<file path="src/rtl/issue_sel_pkg.sv">
package issue_sel_pkg;

  typedef enum logic [1:0] {
    CLS_MEM = 2'b00,
    CLS_FLT = 2'b01,
    CLS_INT = 2'b10,
    CLS_RSV = 2'b11
  } iclass_e;

endpackage

</file>
<file path="src/rtl/issue_hazard_matrix.sv">
module issue_hazard_matrix #(
  parameter int N     = 8,
  parameter int REG_W = 5
) (
  input  logic [N-1:0]       valid_i,
  input  logic [N*REG_W-1:0] dst_i,
  input  logic [N*REG_W-1:0] src0_i,
  input  logic [N*REG_W-1:0] src1_i,
  output logic [N-1:0]       blocked_o
);

  // Each entry is compared against every older valid entry. Whether an
  // older entry is chosen this cycle does not matter, so there is no
  // serial chain between entries.
  for (genvar j = 0; j < N; j++) begin : g_young
    logic [REG_W-1:0] my_dst, my_s0, my_s1;
    assign my_dst = dst_i[j*REG_W +: REG_W];
    assign my_s0  = src0_i[j*REG_W +: REG_W];
    assign my_s1  = src1_i[j*REG_W +: REG_W];

    always_comb begin
      logic hit;
      hit = 1'b0;
      for (int i = 0; i < j; i++) begin
        if (valid_i[i]) begin
          if (dst_i[i*REG_W +: REG_W] == my_s0 ||
              dst_i[i*REG_W +: REG_W] == my_s1)  hit = 1'b1; // read after write
          if (dst_i[i*REG_W +: REG_W] == my_dst) hit = 1'b1; // write after write
          if (src0_i[i*REG_W +: REG_W] == my_dst ||
              src1_i[i*REG_W +: REG_W] == my_dst) hit = 1'b1; // write after read
        end
      end
      blocked_o[j] = hit;
    end
  end

endmodule

</file>
<file path="src/rtl/issue_class_picker.sv">
module issue_class_picker
  import issue_sel_pkg::*;
#(
  parameter int      N     = 8,
  parameter int      IW    = 3,
  parameter int      SLOTS = 1,
  parameter iclass_e CLS   = CLS_MEM
) (
  input  logic [N-1:0]        elig_i,
  input  logic [2*N-1:0]      cls_i,
  output logic [SLOTS-1:0]    vld_o,
  output logic [SLOTS*IW-1:0] idx_o,
  output logic [N-1:0]        take_o
);

  // Slot s takes the lowest-indexed candidate left after slots 0..s-1.
  always_comb begin
    logic [N-1:0] rem;
    logic         hit;
    for (int i = 0; i < N; i++)
      rem[i] = elig_i[i] && (cls_i[2*i +: 2] == CLS);
    vld_o  = '0;
    idx_o  = '0;
    take_o = '0;
    for (int s = 0; s < SLOTS; s++) begin
      hit = 1'b0;
      for (int i = 0; i < N; i++) begin
        if (!hit && rem[i]) begin
          hit                  = 1'b1;
          vld_o[s]             = 1'b1;
          idx_o[s*IW +: IW]    = IW'(i);
          rem[i]               = 1'b0;
          take_o[i]            = 1'b1;
        end
      end
    end
  end

endmodule

</file>
<file path="src/rtl/issue_selector.sv">
module issue_selector
  import issue_sel_pkg::*;
#(
  parameter int NUM_ENTRIES = 8,
  parameter int NUM_REGS    = 32,
  localparam int IDX_W      = $clog2(NUM_ENTRIES),
  localparam int REG_W      = $clog2(NUM_REGS)
) (
  input  logic                         clk,
  input  logic                         rst,
  input  logic [NUM_ENTRIES-1:0]       win_valid_i,
  input  logic [2*NUM_ENTRIES-1:0]     win_class_i,
  input  logic [NUM_ENTRIES*REG_W-1:0] win_dst_i,
  input  logic [NUM_ENTRIES*REG_W-1:0] win_src0_i,
  input  logic [NUM_ENTRIES*REG_W-1:0] win_src1_i,
  output logic                         ls0_vld_o,
  output logic [IDX_W-1:0]             ls0_idx_o,
  output logic                         ls1_vld_o,
  output logic [IDX_W-1:0]             ls1_idx_o,
  output logic                         fp_vld_o,
  output logic [IDX_W-1:0]             fp_idx_o,
  output logic                         fx_vld_o,
  output logic [IDX_W-1:0]             fx_idx_o,
  output logic [NUM_ENTRIES-1:0]       issued_o
);

  localparam int LS_QUOTA = 2;
  localparam int FP_QUOTA = 1;
  localparam int FX_QUOTA = 1;

  logic [NUM_ENTRIES-1:0]    blocked, elig;
  logic [LS_QUOTA-1:0]       ls_vld;
  logic [LS_QUOTA*IDX_W-1:0] ls_idx;
  logic [FP_QUOTA-1:0]       fp_vld;
  logic [FP_QUOTA*IDX_W-1:0] fp_idx;
  logic [FX_QUOTA-1:0]       fx_vld;
  logic [FX_QUOTA*IDX_W-1:0] fx_idx;
  logic [NUM_ENTRIES-1:0]    ls_take, fp_take, fx_take;

  issue_hazard_matrix #(.N(NUM_ENTRIES), .REG_W(REG_W)) u_hazard (
    .valid_i  (win_valid_i),
    .dst_i    (win_dst_i),
    .src0_i   (win_src0_i),
    .src1_i   (win_src1_i),
    .blocked_o(blocked)
  );

  assign elig = win_valid_i & ~blocked;

  issue_class_picker #(.N(NUM_ENTRIES), .IW(IDX_W), .SLOTS(LS_QUOTA), .CLS(CLS_MEM)) u_pick_ls (
    .elig_i(elig), .cls_i(win_class_i), .vld_o(ls_vld), .idx_o(ls_idx), .take_o(ls_take)
  );

  issue_class_picker #(.N(NUM_ENTRIES), .IW(IDX_W), .SLOTS(FP_QUOTA), .CLS(CLS_FLT)) u_pick_fp (
    .elig_i(elig), .cls_i(win_class_i), .vld_o(fp_vld), .idx_o(fp_idx), .take_o(fp_take)
  );

  issue_class_picker #(.N(NUM_ENTRIES), .IW(IDX_W), .SLOTS(FX_QUOTA), .CLS(CLS_INT)) u_pick_fx (
    .elig_i(elig), .cls_i(win_class_i), .vld_o(fx_vld), .idx_o(fx_idx), .take_o(fx_take)
  );

  always_ff @(posedge clk) begin
    if (rst) begin
      ls0_vld_o <= 1'b0;
      ls0_idx_o <= '0;
      ls1_vld_o <= 1'b0;
      ls1_idx_o <= '0;
      fp_vld_o  <= 1'b0;
      fp_idx_o  <= '0;
      fx_vld_o  <= 1'b0;
      fx_idx_o  <= '0;
      issued_o  <= '0;
    end else begin
      ls0_vld_o <= ls_vld[0];
      ls0_idx_o <= ls_idx[0 +: IDX_W];
      ls1_vld_o <= ls_vld[1];
      ls1_idx_o <= ls_idx[IDX_W +: IDX_W];
      fp_vld_o  <= fp_vld[0];
      fp_idx_o  <= fp_idx;
      fx_vld_o  <= fx_vld[0];
      fx_idx_o  <= fx_idx;
      issued_o  <= ls_take | fp_take | fx_take;
    end
  end

  function automatic logic [1:0] cls_at(logic [2*NUM_ENTRIES-1:0] v, logic [IDX_W-1:0] k);
    return v[{k, 1'b0} +: 2];
  endfunction

  AST_RESET_CLEAR: assert property (@(posedge clk) disable iff (rst)
    $past(rst) |-> (issued_o == '0 && !ls0_vld_o && !ls1_vld_o && !fp_vld_o && !fx_vld_o));
  AST_ISSUED_SUBSET: assert property (@(posedge clk) disable iff (rst)
    (issued_o & ~$past(win_valid_i)) == '0);
  AST_LS_ORDER: assert property (@(posedge clk) disable iff (rst)
    ls1_vld_o |-> (ls0_vld_o && ls1_idx_o > ls0_idx_o));
  AST_LS0_CLASS: assert property (@(posedge clk) disable iff (rst)
    ls0_vld_o |-> cls_at($past(win_class_i), ls0_idx_o) == CLS_MEM);
  AST_FP_CLASS: assert property (@(posedge clk) disable iff (rst)
    fp_vld_o |-> cls_at($past(win_class_i), fp_idx_o) == CLS_FLT);
  AST_FX_CLASS: assert property (@(posedge clk) disable iff (rst)
    fx_vld_o |-> cls_at($past(win_class_i), fx_idx_o) == CLS_INT);
  AST_ISSUE_COUNT: assert property (@(posedge clk) disable iff (rst)
    $countones(issued_o) == 32'(ls0_vld_o) + 32'(ls1_vld_o) + 32'(fp_vld_o) + 32'(fx_vld_o));
  AST_IDLE_FP_IDX: assert property (@(posedge clk) disable iff (rst)
    !fp_vld_o |-> fp_idx_o == '0);

endmodule

</file>
<file path="config.mk">
export PLATFORM = sky130hd
export DESIGN_NAME = issue_selector
export DESIGN_NICKNAME = d
export VERILOG_FILES = /design/src/rtl/issue_sel_pkg.sv /design/src/rtl/issue_hazard_matrix.sv /design/src/rtl/issue_class_picker.sv /design/src/rtl/issue_selector.sv
export SDC_FILE = /design/constraint.sdc
export NUM_CORES = 1
export LEC_CHECK = 0
export BUFFER_PORTS_ARGS = -buffer_cell sky130_fd_sc_hd__clkbuf_2
export CAP_MARGIN = 20
export CORE_ASPECT_RATIO = 1.2
export CORE_MARGIN = 2
export CORE_UTILIZATION = 60
export DETAILED_ROUTE_END_ITERATION = 12
export GPL_TIMING_DRIVEN = 0
export HOLD_SLACK_MARGIN = 0.12
export PLACE_DENSITY = 0.87
export SLEW_MARGIN = 5
export SYNTH_ARGS = -nofsm -noshare
export SYNTH_HDL_FRONTEND = slang
export SYNTH_SLANG_ARGS = --single-unit
</file>
<file path="constraint.sdc">
create_clock -name clk -period 3.5 [get_ports clk]
set_input_delay 0.525 -clock clk [delete_from_list [all_inputs] [get_ports clk]]
set_output_delay 0.525 -clock clk [all_outputs]
set_load 0.005 [all_outputs]
</file>
## Word-level counts from Yosys, hierarchy flattened

Cells that the tools add are included.

| word-level totals | value |
|---|---|
| logic and storage cells | 517 |
| flip-flop bits (word level) | 24 |

| cells by class | value |
|---|---|
| equal/unequal tests | 156 |
| mux-type cells | 206 |
| bitwise gates (word level) | 4 |
| reduce and logical (&&, ||, !) cells | 142 |

Operators with widths:

| operator | count |
|---|---|
| == test 5 bit | 140 |
| two-way mux 1 bit | 182 |
| logical OR 1 bit | 56 |
| logical AND 1 bit | 51 |
| two-way mux 3 bit | 16 |
| zero test 1 bit | 27 |
| == test 2 x 1 -> 1 bit (second input constant) | 8 |
| == test 2 bit (second input constant) | 8 |
| zero test 2 bit | 8 |
| two-way mux 2 bit | 8 |
| bitwise OR 8 bit | 2 |
| bitwise AND 8 bit | 1 |
| NOT 8 bit | 1 |

## Depth between registers and ports, before layout

Gate-level depths: netlist (run 1).

| depth | value |
|---|---|
| word-level depth | 59 |
| mapped depth | 12 |
| mapped depth without buffers | 10 |

## By module

From an unflattened synthesis (run 1), not the netlist that was laid out.

| second synthesis, totals | value |
|---|---|
| cells, all modules | 1401 |
| area total of the unflattened synthesis | 10721.5 sq um |

Modules (own cells, without submodules):

| module | instances | seq. area each (sq um) | cells an instance | area each (sq um) |
|---|---|---|---|---|
| issue_hazard_matrix | 1 | 0.0 | 1207 | 8968.6 |
| issue_selector | 1 | 480.5 | 66 | 745.7 |
| issue_class_picker (u_pick_ls) | 1 | 0.0 | 72 | 514.2 |
| issue_class_picker (u_pick_fp ...) | 2 | 0.0 | 28 | 246.5 |

## Worst setup path before layout (run 1)

OpenSTA, ideal clock, no wires.

| path | value |
|---|---|
| kind | in2reg |
| from | input win_dst_i[24] |
| to | register issued_o[6] |
| data arrival time | 2613 ps |
| path slack | 766 ps |
| path buffers | 2 |
| stages on the path | 12 |
| library setup time | 121 ps |
| cell sequence | buf_2 buf_6 xnor2_1 nand3_1 o22ai_1 a2111oi_0 nand4_1 nor3_2 a211o_1 nand3_1 a211oi_1 o41ai_1 |

| on the way | value |
|---|---|
| word-level cells in the longest chain between the ends | 31 |
| elaborated cells between the ends (all ways) | 99 |
| those cells by class | eq/ne: 18; mux: 42; bitwise: 4; reduce/logical: 35 |

RTL lines:

| element | RTL line | text |
|---|---|---|
| start: declaration | issue_selector.sv:13 | `input logic [NUM_ENTRIES*REG_W-1:0] win_dst_i,` |
| == test 5 bit, on equally long branches | issue_hazard_matrix.sv:28, issue_hazard_matrix.sv:29, issue_hazard_matrix.sv:30 |  |
| two-way mux 1 bit or logical OR 1 bit (tied branches) | issue_hazard_matrix.sv:28, issue_hazard_matrix.sv:29 |  |
| two-way mux 1 bit | issue_hazard_matrix.sv:29 | `if (src0_i[i*REG_W +: REG_W] == my_dst \|\|` |
| two-way mux 1 bit | issue_hazard_matrix.sv:25 | `if (valid_i[i]) begin` |
| two-way mux 1 bit | issue_hazard_matrix.sv:26 | `if (dst_i[i*REG_W +: REG_W] == my_s0 \|\|` |
| two-way mux 1 bit | issue_hazard_matrix.sv:28 | `if (dst_i[i*REG_W +: REG_W] == my_dst) hit = 1'b1;` |
| two-way mux 1 bit | issue_hazard_matrix.sv:29 |  |
| two-way mux 1 bit | issue_hazard_matrix.sv:25 |  |
| [... 15 more ...] | n/a |  |
| zero test 1 bit or two-way mux 1 bit (tied branches) | issue_class_picker.sv:28 | `if (!hit && rem[i]) begin` |
| logical AND 1 bit or zero test 1 bit (tied branches) | issue_class_picker.sv:28 |  |
| two-way mux 1 bit or logical AND 1 bit (tied branches) | issue_class_picker.sv:28 |  |
| zero test 1 bit or two-way mux 1 bit (tied branches) | issue_class_picker.sv:28 |  |
| logical AND 1 bit | issue_class_picker.sv:28 |  |
| two-way mux 1 bit | issue_class_picker.sv:28 |  |
| bitwise OR 8 bit | issue_selector.sv:82 | `issued_o <= ls_take \| fp_take \| fx_take;` |
| bitwise OR 8 bit * | issue_selector.sv:82 |  |
| end signal: assignment | issue_selector.sv:82 |  |
| end: declaration | issue_selector.sv:24 | `output logic [NUM_ENTRIES-1:0] issued_o` |

Every way passes the cells marked *; elsewhere a longest branch is shown, timed or not.
A chain may end at the register's enable or synchronous reset.

## Final worst setup path (run 1)

| path | value |
|---|---|
| from | input win_dst_i[34] |
| to | register ls1_idx_o[0] |

| on the way | value |
|---|---|
| word-level cells in the longest chain between the ends | 34 |
| elaborated cells between the ends (all ways) | 71 |
| those cells by class | eq/ne: 21; mux: 33; bitwise: 2; reduce/logical: 15 |

RTL lines:

| element | RTL line | text |
|---|---|---|
| == test 5 bit, on equally long branches | issue_hazard_matrix.sv:28, issue_hazard_matrix.sv:29, issue_hazard_matrix.sv:30 |  |
| two-way mux 1 bit or logical OR 1 bit (tied branches) | issue_hazard_matrix.sv:28, issue_hazard_matrix.sv:29 |  |
| two-way mux 1 bit | issue_hazard_matrix.sv:29 |  |
| two-way mux 1 bit | issue_hazard_matrix.sv:25 |  |
| two-way mux 1 bit | issue_hazard_matrix.sv:26 |  |
| two-way mux 1 bit | issue_hazard_matrix.sv:28 |  |
| two-way mux 1 bit | issue_hazard_matrix.sv:29 |  |
| two-way mux 1 bit | issue_hazard_matrix.sv:25 |  |
| [... 18 more ...] | n/a |  |
| logical AND 1 bit | issue_class_picker.sv:21 | `rem[i] = elig_i[i] && (cls_i[2*i +: 2] == CLS);` |
| logical AND 1 bit | issue_class_picker.sv:28 |  |
| two-way mux 1 bit | issue_class_picker.sv:28 |  |
| logical AND 1 bit or zero test 1 bit (tied branches) | issue_class_picker.sv:28 |  |
| two-way mux 1 bit or logical AND 1 bit (tied branches) | issue_class_picker.sv:28 |  |
| zero test 1 bit or two-way mux 1 bit (tied branches) | issue_class_picker.sv:28 |  |
| logical AND 1 bit | issue_class_picker.sv:28 |  |
| two-way mux 3 bit * | issue_class_picker.sv:28 |  |
| end signal: assignment | issue_selector.sv:77 | `ls1_idx_o <= ls_idx[IDX_W +: IDX_W];` |
| end: declaration | issue_selector.sv:19 | `output logic [IDX_W-1:0] ls1_idx_o,` |

Marks and branches as above.

==> results of run 1 <==
[routing by layer]
| layer | track usage, % | routed length, um | vias up | part of all wire [%] |
|---|---|---|---|---|
| met5 | 0 | 0 | - | 0 |
| met4 | 29.0 | 3800 | 0 | 9.0 |
| met3 | 8.76 | 5490 | 299 | 13 |
| met2 | 67.7 | 18200 | 997 | 43 |
| met1 | 51.2 | 14500 | 5047 | 35 |
| li1 | - | - | 4720 | - |
[through the flow]
step           std cells  total power [mW]  hold WS (ns)  setup WS [ns]  setup TNS [ns]
2_1_floorplan       1420              1.63         0.598          0.766               0
3_3_place_gp        1691              1.97         0.808         -0.154          -0.265
3_5_place_dp        1691              2.01         0.802         -0.195          -0.364
4_1_cts             1695              2.28         0.540         0.0864               0
5_1_grt             1695              2.46         0.559         0.0132               0
6_report            1696              2.35         0.536         0.0326               0
[Yosys cell counts (3+ instances only)]
library cell | instances | area (um^2)
nand4_1 | 14 | 87.6
nor3_2 | 4 | 40.0
buf_6 | 14 | 158
clkbuf_1 | 8 | 30.0
nor4_1 | 6 | 37.5
nand2b_1 | 9 | 56.3
a21oi_1 | 13 | 65.1
nor3_1 | 86 | 430
buf_2 | 117 | 586
o22ai_1 | 27 | 169
a211oi_1 | 4 | 30.0
nand3_1 | 140 | 701
buf_4 | 55 | 413
nand2_1 | 75 | 282
xor2_1 | 179 | 1570
nor2b_1 | 3 | 18.8
o41ai_1 | 24 | 210
a22oi_1 | 3 | 22.5
nor3b_1 | 4 | 30.0
o21ai_0 | 10 | 50.1
nor2_1 | 16 | 60.1
xnor2_1 | 522 | 4570
a31oi_1 | 9 | 56.3
and3_1 | 3 | 18.8
clkbuf_2 | 3 | 15.0
o21ai_1 | 3 | 15.0
or3_1 | 4 | 25.0
dfxtp_1 | 24 | 480
a211o_1 | 3 | 26.3
[cell type report]
class                      count  area share [%]
inverter                       2          0.0664
clock buffer                   4           0.786
multi-input combinational   1193            79.0
timing repair buffer          51            2.26
antenna                        1          0.0221
sequential                    24            4.25
buffer                       201            11.2
tap                          220            2.43
[power groups by stage]
stage	clock network, mW	registers, mW	logic, mW
floorplan	0	0.314	1.32
global placement	0	0.310	1.66
global route	0.283	0.306	1.87
finish	0.266	0.305	1.78
detailed placement	0	0.311	1.70
CTS	0.267	0.305	1.71
[flip-flops by register name (all words and copies together), names as in the netlist]
register / flops
ls1_idx_o: 3
ls1_vld_o: 1
issued_o: 8
fx_idx_o: 3
fx_vld_o: 1
fp_idx_o: 3
fp_vld_o: 1
ls0_vld_o: 1
ls0_idx_o: 3
[kinds of logic (layout without fill, tap and decap cells)]
group / after synthesis / count (layout) / share of synthesized area, %
and+or+nand+nor: 379 / 379 / 18.2
muxes: 1 / 1 / 0.0940
adders and majority gates: 1 / 1 / 0.0940
other: 0 / 1 / 0
buffers and inverters: 203 / 258 / 11.9
DFF: 24 / 24 / 4.51
xor gates and xnor gates: 701 / 701 / 57.7
AOI/OAI and AO/OA: 111 / 111 / 7.47
[worst max-delay path, delay by kind of cell]
kind,cells,cell delay [ns]
AOI/OAI and AO/OA,4,1.28
buffers and inverters,2,0.33
and+or+nand+nor,5,1.37
xor gates and xnor gates,1,0.14
[what timing repair did]
| item | 4_1_cts | 5_1_grt |
|---|---|---|
| hold endpoints to repair | 0 | 0 |
| setup buffers | 0 | 0 |
| hold buffers | 0 | 0 |
| resized for setup | 0 | 6 |
| setup endpoints to repair | 0 | 11 |
[worst max path at each step]
stage                     slack [ns]  cells past startpoint      endpoint           from
after floorplan                 0.77                     12   issued_o[6]  win_dst_i[24]
after global placement         -0.15                     12   issued_o[6]  win_dst_i[23]
after detailed placement       -0.19                     12   issued_o[6]  win_dst_i[21]
after CTS                       0.09                     12   issued_o[6]  win_dst_i[23]
after global routing            0.01                     12  ls1_idx_o[0]  win_dst_i[34]
final                           0.03                     12  ls1_idx_o[0]  win_dst_i[34]
==> results.toml, run 1 <==
[run_status]
status = "completed"

[timing]
max_slew_margin_pct = 34.4
worst_pin_slew_ns = 0.971
period_minus_slack_ns = 3.47
drv_slew = 0
setup_viol = 0
rsz0062_at_grt = "no"
period_share_pct = 99.1
hold_viol_final = 0
fmax_mhz = 288

[hold_path]
hold_path_depth = 2
min_path_type = "in2reg"
hp-start = "win_class_i[0]"
min_to = "issued_o[0]"

[grt]
antenna_found_initial = 0
overflow = 0
grtUsageTotal_pct = 42.4
grt_pass1_wl_um = 61400
grt_pass1_vias = 10500
grt_max_degree = 14

[finish]
finalInstanceArea_um2 = 11300
seqCellArea_um2 = 480
fillers = 1516
layout_common_cells = "522 x xnor2_1, 179 x xor2_1, 140 x nand3_1"
syn_to_final_growth_pct = 6.16
nets = 1622
multi_input_area_um2 = 8930
layout-drive-gt1-share_pct = 17.8
fin_util_pct = 64.8
layout_commonest_cell = "xnor2_1"

[power_and_ir_drop]
p_int_mw = 1.22
p_per_area_nw_per_um2 = 208
clkPwrFrac_pct = 11.3
p_comb_share_pct = 75.7
p_leak_nw = 3.90
p_sw_share_pct = 48.0
ir_worst_vdd_mv = 0.191
seqPwrFrac_pct = 13.0
power.switching_mw = 1.13

[floorplan]
die_h_um = 150
die_x_um = 126
die_area_um2 = 18800
fp-row-count = 53
core_area_um2 = 17400
io_pins = 170
start_util_pct = 61.1

[setup_path]
worst_setup_path_end_kind = "register"
cp_slowest_cell = "o41ai_1"
worstPathCellList = "buf_2 -> buf_4 -> xnor2_1 -> nand3_1 -> o22ai_1 -> o41ai_1 -> nand4_1 -> or4b_4 -> nor2_1 -> o21ai_0 -> o211a_1 -> nor3_2"
worstPathRequired_ns = 3.68
cp-start-kind = "input port"
critical_path_class = "in2reg"
critPathArrivalTime_ns = 3.65
critical_path.max_fanout = 10
crit_path_max_incr_delay_ns = 0.91

[routing]
wl_per_cell_um = 24.8
drt-vias-per-instance = 6.52
drtIter0Drc = 1645
drc = 0
dr.pass1.iters = 6
via_count = 11100
wirelength_um = 42000
ant_nets = 0

[synth]
synth_cells = 1420
yosysWarnings = 0
yosysUniqueCellTypes = 58
ys_ff_latch = 24
syn_area_per_cell_um2 = 7.50
synth_flop_cell = "dfxtp_1"
synth_area_um2 = 10600
syn-num-nets = 1566
synth_edf_count = 0
seq_area_frac_synth_pct = 4.51
async_flop_share_pct = 0

[clock_tree]
path_clk_slew_ns = 0.06
ctsRootBufferMaster = "clkbuf_16"
cts_buffer_depth = 2
htreeDepth = 1
cts_sinks = 24
cts_made_buffers = 3
cts_tree = "yes"

[placement]
gp_congestion = 1.05
port-buffer-count = 51
postPlaceCellArea_um2 = 11200
hpwlAfterDp_um = 30100

[job]
cap_violations = 0
No activity file was read; power rests on OpenSTA's default activity.
==> inputs of run 2 (changes only) <==
Settings changed: CTS_BUF_LIST set to sky130_fd_sc_hd__clkbuf_8 sky130_fd_sc_hd__clkbuf_16, SETUP_SLACK_MARGIN set to 0.4.
Clock period 3.5 ns to 3.7 ns, I/O delays scaled along.
==> results.toml, run 2 (synthesized netlist as in run 1, its figures left out) <==
[finish]
fillers = 1503
n_antenna_cell = 0
top_register = "issued_o"
instances_no_fill = 1699
syn_to_final_growth_pct = 6.87
finalInstanceArea_um2 = 11400
layout_common_cells = "522 x xnor2_1, 179 x xor2_1, 139 x nand3_1"
largest_reg_flops = 8
fin_util_pct = 65.3
nets = 1626
layout-drive-gt1-share_pct = 18.5
layout_commonest_cell = "xnor2_1"

[floorplan]
die_x_um = 126
start_util_pct = 61.1
core_area_um2 = 17400
die_h_um = 150
die_area_um2 = 18800
fp-row-count = 53
io_pins = 170

[grt]
overflow = 0
grt_pass1_wl_um = 61400
grtUsageTotal_pct = 42.4
grt_pass1_vias = 10500
antenna_found_initial = 0
grt_max_degree = 14

[setup_path]
critPathArrivalTime_ns = 3.45
critical_path.max_fanout = 10
cp-endpoint = "ls1_idx_o[0]"
worstPathRequired_ns = 3.88
critical_path_class = "in2reg"
worst_setup_path_end_kind = "register"
cp-startpoint = "win_dst_i[28]"
cp-start-kind = "input port"

[clock_tree]
cts_hold_buf = 0
cts_tree = "yes"
cts_sinks = 24
cts_made_buffers = 3
ctsRootBufferMaster = "clkbuf_16"
path_clk_slew_ns = 0.06
cts_buffer_depth = 2
htreeDepth = 1

[hold_path]
min_path_type = "in2reg"

[routing]
wl_per_cell_um = 24.7
via_count = 11000
ant_nets = 0
drtIter0Drc = 1656
drc = 0
wirelength_um = 41900
drt-vias-per-instance = 6.48
dr.pass1.iters = 7

[power_and_ir_drop]
p_leak_nw = 3.95
p_per_area_nw_per_um2 = 196
ir_worst_vdd_mv = 0.183

[placement]
gp_congestion = 1.05
port-buffer-count = 51
dp_cells = 1691
postPlaceCellArea_um2 = 11200
hpwlAfterDp_um = 30100

[job]
cap_violations = 0

[timing]
period_minus_slack_ns = 3.26
setup_viol = 0
fmax_mhz = 307
worst_pin_slew_ns = 0.897
rsz0062_at_grt = "yes"
hold_viol_final = 0
setup_tns_ns = 0
drv_slew = 0
period_share_pct = 88.2
whs_ns = 0.569
max_slew_margin_pct = 40.2

[run_status]
status = "completed"
==> run 2: power by group <==
part	switching [mW]	leakage (nW)	total, mW	internal (mW)
clock	0.0885	0.0442	0.254	0.165
sequential	0.00581	0.197	0.288	0.282
combinational	0.977	3.71	1.69	0.715
==> run 2: worst max-delay path: stages <==
cell and delay (ns):
clkbuf_1 0.18, buf_4 0.30, xnor2_1 0.11, nand3_1 0.08, o22ai_1 0.15, o41ai_1 0.73, nand2_1 0.22, or4b_4 0.57
nor2_1 0.17, o21ai_0 0.10, o211a_1 0.14, nor3_2 0.14
==> run 2: worst min-delay path by stage <==
stage	startpoint	slack (ns)	cells past startpoint	to
3_5_place_dp	win_class_i[0]	0.83	2	issued_o[0]
5_1_grt	win_class_i[0]	0.59	2	issued_o[0]
4_1_cts	win_class_i[0]	0.57	2	issued_o[0]
2_1_floorplan	rst	0.63	1	ls1_idx_o[2]
6_report	win_class_i[0]	0.57	2	issued_o[0]
3_3_place_gp	win_class_i[0]	0.84	2	issued_o[0]
==> run 2: stage by stage <==
step	worst slack (ns)	power, mW
floorplan	0.936	1.54
detailed placement	-0.0250	1.91
global placement	0.0161	1.86
CTS	0.426	2.16
finish	0.438	2.23
global route	0.382	2.34
==> run 2: timing repair <==
action | 4_1_cts | 5_1_grt
pin swaps | 0 | 3
setup endpoints to repair | 3 | 18
gates cloned | 0 | 0
gates resized for setup | 2 | 11
setup buffers | 0 | 4
==> run 2: area by class of cell <==
type	instances	area (um^2)	area share, %
multi-input cells	1193	8980	78.9
inverters	2	7.51	0.0660
flip-flops and latches	24	480	4.22
plain buffers	201	1260	11.1
repair buffers	55	285	2.51
well taps	220	275	2.42
clock buffers	4	88.8	0.781
==> run 2: layer usage <==
layer | share of wire (%) | GRT usage (%) | vias up
met1 | 34 | 51.1 | 4976
met2 | 43 | 67.8 | 992
met3 | 13 | 9.08 | 320
li1 | - | - | 4719
met5 | 0 | 0 | -
met4 | 9.6 | 28.7 | 0
